**src/rtl/fbc_pkg.sv**
```systemverilog
package fbc_pkg;

    localparam int CNT_W_DEF = 8;

    // PWM view after edge detection
    typedef struct packed {
        logic level;
        logic rise;
        logic fall;
    } pwm_evt_t;

    // The two current comparators
    typedef struct packed {
        logic hs_oc;
        logic out_lim;
    } isense_t;

    function automatic logic any_oc(isense_t s);
        return s.hs_oc | s.out_lim;
    endfunction

endpackage

```
**src/rtl/fbc_edge.sv**
```systemverilog
module fbc_edge
    import fbc_pkg::*;
(
    input  logic     clk,
    input  logic     rst,
    input  logic     pwm,
    output pwm_evt_t evt
);

    logic pwm_q;

    always_ff @(posedge clk) begin
        if (rst) pwm_q <= 1'b0;
        else     pwm_q <= pwm;
    end

    always_comb begin
        evt.level = pwm;
        evt.rise  = pwm & ~pwm_q;
        evt.fall  = ~pwm & pwm_q;
    end

endmodule

```
**src/rtl/fbc_blank.sv**
```systemverilog
module fbc_blank
    import fbc_pkg::*;
#(
    parameter int CNT_W = CNT_W_DEF
) (
    input  logic             clk,
    input  logic             rst,
    input  pwm_evt_t         evt,
    input  logic [CNT_W-1:0] len,
    output logic             window
);

    localparam logic [CNT_W-1:0] ONE  = {{(CNT_W-1){1'b0}}, 1'b1};
    localparam logic [CNT_W-1:0] ZERO = '0;

    logic [CNT_W-1:0] cnt;

    always_ff @(posedge clk) begin
        if (rst)             cnt <= ZERO;
        else if (evt.rise)   cnt <= len;
        else if (!evt.level) cnt <= ZERO;
        else if (cnt != ZERO) cnt <= cnt - ONE;
    end

    // first high cycle plus the loaded count
    assign window = evt.rise | (cnt != ZERO);

endmodule

```
**src/rtl/fbc_oc_track.sv**
```systemverilog
module fbc_oc_track
    import fbc_pkg::*;
(
    input  logic     clk,
    input  logic     rst,
    input  pwm_evt_t evt,
    input  logic     window,
    input  isense_t  sense,
    output logic     trunc,
    output logic     latched
);

    logic oc_hit;
    logic dirty;   // qualified over-current seen in this on-time

    assign oc_hit = evt.level & ~window & any_oc(sense);
    assign trunc  = evt.level & (dirty | oc_hit);

    always_ff @(posedge clk) begin
        if (rst) begin
            dirty   <= 1'b0;
            latched <= 1'b0;
        end else begin
            dirty <= evt.level & (dirty | oc_hit);
            if (oc_hit)
                latched <= 1'b1;
            else if (evt.fall && !dirty)
                latched <= 1'b0;
        end
    end

endmodule

```
**src/rtl/fault_blank_ctrl.sv**
```systemverilog
module fault_blank_ctrl
    import fbc_pkg::*;
#(
    parameter int CNT_W = CNT_W_DEF
) (
    input  logic             clk,
    input  logic             rst,
    input  logic             pwm_in,
    input  logic             hs_oc_raw,
    input  logic             out_lim_raw,
    input  logic             uv_raw,
    input  logic             ot_raw,
    input  logic [CNT_W-1:0] blank_len,
    output logic             trunc_req,
    output logic             fault_flag
);

    pwm_evt_t evt;
    isense_t  sense;
    logic     window;
    logic     oc_latched;

    assign sense.hs_oc   = hs_oc_raw;
    assign sense.out_lim = out_lim_raw;

    fbc_edge u_edge (
        .clk (clk),
        .rst (rst),
        .pwm (pwm_in),
        .evt (evt)
    );

    fbc_blank #(.CNT_W(CNT_W)) u_blank (
        .clk    (clk),
        .rst    (rst),
        .evt    (evt),
        .len    (blank_len),
        .window (window)
    );

    fbc_oc_track u_track (
        .clk     (clk),
        .rst     (rst),
        .evt     (evt),
        .window  (window),
        .sense   (sense),
        .trunc   (trunc_req),
        .latched (oc_latched)
    );

    assign fault_flag = oc_latched | uv_raw | ot_raw;

endmodule


```
**config.mk**
```make
export PLATFORM = sky130hd
export DESIGN_NAME = fault_blank_ctrl
export DESIGN_NICKNAME = d
export VERILOG_FILES = /design/src/rtl/fbc_pkg.sv /design/src/rtl/fbc_edge.sv /design/src/rtl/fbc_blank.sv /design/src/rtl/fbc_oc_track.sv /design/src/rtl/fault_blank_ctrl.sv
export SDC_FILE = /design/constraint.sdc
export NUM_CORES = 1
export LEC_CHECK = 0
export BUFFER_PORTS_ARGS = -buffer_cell sky130_fd_sc_hd__buf_2
export CAP_MARGIN = 20
export CORE_MARGIN = 2
export CORE_UTILIZATION = 49
export CTS_CLUSTER_DIAMETER = 150
export DETAILED_ROUTE_END_ITERATION = 7
export PLACE_DENSITY = 0.75
export SLEW_MARGIN = 20
export SYNTH_ARGS = -nofsm -noshare
export SYNTH_HDL_FRONTEND = slang
export SYNTH_HIERARCHICAL = 1
export SYNTH_SLANG_ARGS = --single-unit
```
**constraint.sdc**
```tcl
create_clock -name clk -period 1.96 [get_ports clk]
set_input_delay 0.098 -clock clk [delete_from_list [all_inputs] [get_ports clk]]
set_output_delay 0.098 -clock clk [all_outputs]
set_load 0.005 [all_outputs]
```
# [After elaboration in Yosys (flattened, before gate mapping)]
# Cells that the tools add are included.
[totals] ff_bits=11 out_inout_bits=2
[op_classes] n_addsub=1 n_eq_ne=1 muxes=5 n_bitwise=13 n_reduce_logical=4
[ops] operator="$mux W8" count=3
[ops] operator="$reduce_bool A8 Y1" count=1
[ops] operator="$sub A8 B1 Y8 const B" count=1
[ops] operator="$and A1 B1 Y1" count=5
[ops] operator="$or A1 B1 Y1" count=5
[ops] operator="$ne A3 B1 Y1 const B" count=1
[ops] operator="$not A1 Y1" count=3
[ops] operator="$mux W1" count=2
[ops] operator="$reduce_bool A2 Y1" count=1
[ops] operator="$logic_and A1 B1 Y1" count=1
[ops] operator="$logic_not A1 Y1" count=1

# [Longest topological paths before layout]
[logic_depth] depth_word=8 ltp_mapped=6

# [Hierarchy]
# The synthesis kept the hierarchy.
[by_module_without_submodules] module="fbc_blank" n_inst=1 cells_per_inst=57 area_per_inst_um2=473.0 seq_area_each_um2=160.2
[by_module_without_submodules] module="fbc_oc_track" n_inst=1 cells_per_inst=10 area_per_inst_um2=115.1 seq_area_each_um2=40.0
[by_module_without_submodules] module="fbc_edge" n_inst=1 cells_per_inst=5 area_per_inst_um2=46.3 seq_area_each_um2=20.0
[by_module_without_submodules] module="fault_blank_ctrl" n_inst=1 cells_per_inst=1 area_per_inst_um2=6.3 seq_area_each_um2=0.0

# [Least setup slack after synthesis]
# No wires, ideal clock.
[synth_path] path_type="register to output" start="register u_blank.cnt[0]" end="output port trunc_req" arrival_time_ps=1359 t_required_ps=1862 slack_ps=503 path_stages_with_launch=7 n_path_buf=0 cell_sequence="dfxtp_1 inv_1 ha_1 nor4b_1 nand2_1 o21bai_4 a21boi_2"
[synth_via] elab_chain_len=7
[synth_rtl] item="start: declaration" line_no="fbc_blank.sv:16" source="logic [CNT_W-1:0] cnt;"
[synth_rtl] item="start signal: assignment" line_no="fbc_blank.sv:20" source="else if (evt.rise) cnt <= len;"
[synth_rtl] item="start signal: assignment" line_no="fbc_blank.sv:22" source="else if (cnt != ZERO) cnt <= cnt - ONE;"
[synth_rtl] item="$reduce_bool A8 Y1" line_no="fbc_blank.sv:26" source="assign window = evt.rise | (cnt != ZERO);"
[synth_rtl] item="$or A1 B1 Y1" line_no="fbc_blank.sv:26"
[synth_rtl] item="named net window" line_no="fault_blank_ctrl.sv:20" source="logic window;"
[synth_rtl] item="$not A1 Y1" line_no="fbc_oc_track.sv:16" source="assign oc_hit = evt.level & ~window & any_oc(sense);"
[synth_rtl] item="$and A1 B1 Y1 (2 in a row)" line_no="fbc_oc_track.sv:16"
[synth_rtl] item="$or A1 B1 Y1" line_no="fbc_oc_track.sv:17" source="assign trunc = evt.level & (dirty | oc_hit);"
[synth_rtl] item="$and A1 B1 Y1" line_no="fbc_oc_track.sv:17"
[synth_rtl] item="end: declaration" line_no="fault_blank_ctrl.sv:14" source="output logic trunc_req,"
# The timed path passes the listed nets, and every way through them passes these cells.

# [Final worst setup path]
# Ends and elaborated chain as after synthesis.

==> impl_metrics.csv <==
group,metric,value,unit
hold_path,hold_path.class,"in -> reg",
global_route,grt_overflow_total,0,
detailed_routing,avgViaCountPerCell,5.42,
detailed_routing,wl,1330,um
power_and_ir_drop,power.leakage,0.000321,uW
cells_and_area,syn_to_final_growth,21.5,%
timing,fin_skew,0.00230,ns
cells_and_area,drive_gt1_frac,0.308,
critical_path,cp-start-kind,"register",
timing,rsz0062_at_grt,"no",
run_status,status,"finished clean",
clock_tree,clkTransAtPathRegs,0.07,ns
synth,synthMostInstantiatedCell,"dfxtp_1",
synth,synth_area,641,um^2
cells_and_area,fin_nets,109,
cells_and_area,regArea,220,um^2
timing,finalCritPeriodShare,0.954,
detailed_routing,drt_iter0_drc,5,
detailed_routing,wl_per_cell,12.5,um
timing,period_needed,1.87,ns
power_and_ir_drop,irDropWorstVdd,0.454,mV
synth,ys_top_cells_by_area,"dfxtp_1 34%, nor2b_1 4.9%, a22oi_1 4.7%",
power_and_ir_drop,p_switching,189,uW
timing,setup-tns-final,0,ns
timing,max_freq,535,MHz
critical_path,cp_cell_sequence,"inv_1, ha_1, nor4b_4, nand2_1, o21bai_4, a21boi_2, buf_2",
detailed_routing,dr_total_vias,574,
die,rows,13,
power_and_ir_drop,switching_share,0.312,
critical_path,slowest_delay,0.35,ns
global_route,gr-usage-all-layers,0.181,
clock_tree,cts_setup_buffers,0,
global_route,antenna_found_initial,0,
cells_and_area,multi_input_area,410,um^2
die,io_pins,17,
clock_tree,clk_path_buf_depth,2,
critical_path,end_kind,"primary output",
synth,synthDistinctLibCells,34,
cells_and_area,n_antenna_cell,0,
placement,gp_congestion,0.725,
power_and_ir_drop,p_seq_frac,0.448,
clock_tree,clock_latency,0.26,ns
synth,synth_ff_type,"dfxtp_1",
die,die_h,40.2,um
clock_tree,cts-root-buf,"clkbuf_4",
critical_path,cp_slowest_cell,"dfxtp_1",
synth,synth.net_count,90,
clock_tree,h-tree-depth,1,
cells_and_area,fin_util,0.621,
timing,worst_slew_pin_slew,0.515,ns
die,start_util,0.511,
power_and_ir_drop,power_density,778,mW/mm^2
clock_tree,cts_made_buffers,3,
critical_path,cp.required,1.86,ns
timing,timing.max_slew.rel_slack,0.656,
run,max-cap-violations,0,
power_and_ir_drop,p_clk_frac,0.253,
critical_path,worstPathMaxFanout,4,
die,die-area,0.00161,mm^2
critical_path,crit_arrival,1.77,ns
global_route,grt_max_degree,12,
synth,synth_edf_count,0,
timing,drv_slew,0,
power_and_ir_drop,internal_power,417,uW
synth,yosys_warnings,6,
synth,synth_cells,73,
clock_tree,cts_num_sinks,11,
placement,post-dp-hpwl,949,um
timing,finalSetupViolCount,0,
placement,placement.io_buffers,16,
detailed_routing,postRouteAntennaNets,0,
clock_tree,hold_buffers,0,
die,coreArea,0.00125,mm^2
synth,synth_top_area_frac,0.344,
clock_tree,cts_resized,1,
critical_path,worstSetupPathType,"reg -> out",
detailed_routing,drc_errors,0,
synth,synthArstFlopShare,0,
global_route,grt_pass1_wl,1900,um
power_and_ir_drop,pwr-share-comb,0.299,
timing,hold_viol,0,
synth,synth_top_area_cell,"dfxtp_1",
detailed_routing,drtPass1Iterations,4,
global_route,grt_pass1_vias,460,
die,die_w,40.2,um
synth,yosys_register_bits,11,
synth,synth-seq-area-share,0.344,
cells_and_area,fill_cells,110,
clock_tree,tritoncts,"built",
synth,synth.avg_cell_area,8.78,um^2
synth,ys_top_cells_by_count,"11 x dfxtp_1, 6 x inv_1, 5 x nand2_1, 5 x nor2b_1",
==> cells by family after synthesis <==
family                     synth area share
adders and majority gates            0.0391
DFF                                   0.344
and+or+nand+nor                       0.254
AOI/OAI and AO/OA                     0.270
buffers and inverters                0.0527
xor gates and xnor gates             0.0410
==> worst paths after layout <==
kind | from | end | slack [ns] | cells past startpoint
min | rst | u_blank/cnt[0] | 0.08 | 2
min reg2reg | u_track/dirty | u_track/dirty | 0.51 | 2
max | u_blank/cnt[0] | trunc_req | 0.09 | 7
max reg2reg | u_blank/cnt[0] | u_blank/cnt[3] | 0.43 | 6
==> flip-flops by register name, summed over array words and instances, names as in the netlist <==
| name | count |
|---|---|
| u_blank/cnt | 8 |
| u_edge/pwm_q | 1 |
| u_track/dirty | 1 |
| u_track/latched | 1 |
==> area by class of cell <==
cell class              instances  share of cell area
inverters                       6              0.0289
repair buffers                 16               0.103
multi-input cells              54               0.527
clock buffers                   4              0.0338
flip-flops and latches         11               0.283
well taps                      15              0.0241
==> through the flow <==
step           worst slack (ns)  cells  total power (uW)  hold WS, ns  cell area, um^2
2_1_floorplan             0.503     73               397        0.167              641
3_3_place_gp              0.317    102               436        0.344              728
3_5_place_dp              0.237    102               441        0.352              728
5_1_grt                 0.00695    106               643       0.0785              778
6_report                 0.0906    106               605       0.0805              778
4_1_cts                  0.0622    106               600       0.0628              761
==> power groups by stage <==
stage	clock [uW]	sequential [uW]	combinational, uW
2_1_floorplan	0	266	131
3_3_place_gp	0	271	164
3_5_place_dp	0	272	169
4_1_cts	160	268	172
5_1_grt	167	275	200
6_report	153	271	181
==> worst max-delay path: cells and delay by family, from the launching register on <==
kind / cells / cell delay, ns
flip-flops: 1 / 0.35
AND/OR/NAND/NOR: 2 / 0.37
AO/OA/AOI/OAI: 2 / 0.35
buffers and inverters: 2 / 0.25
adder cells (fa/ha/maj): 1 / 0.18
==> cell usage in the layout (no fill, tap or decap), drive strengths merged, types with 3 or more instances in the layout <==
cell type	count
clkbuf	4
xor2	3
nand2	5
nor2b	5
nor2	4
buf	16
dfxtp	11
inv	6
a21oi	4
a22oi	4
o21ai	3
==> metal layers <==
layer  track usage  wire [um]  vias up
li1              -          -      302
met1         0.221        592      251
met2         0.282        657       19
met3        0.0333         65        2
met4         0.129         14        0
met5             0          0        -
Note: power is estimated with default switching activity, not from simulation.
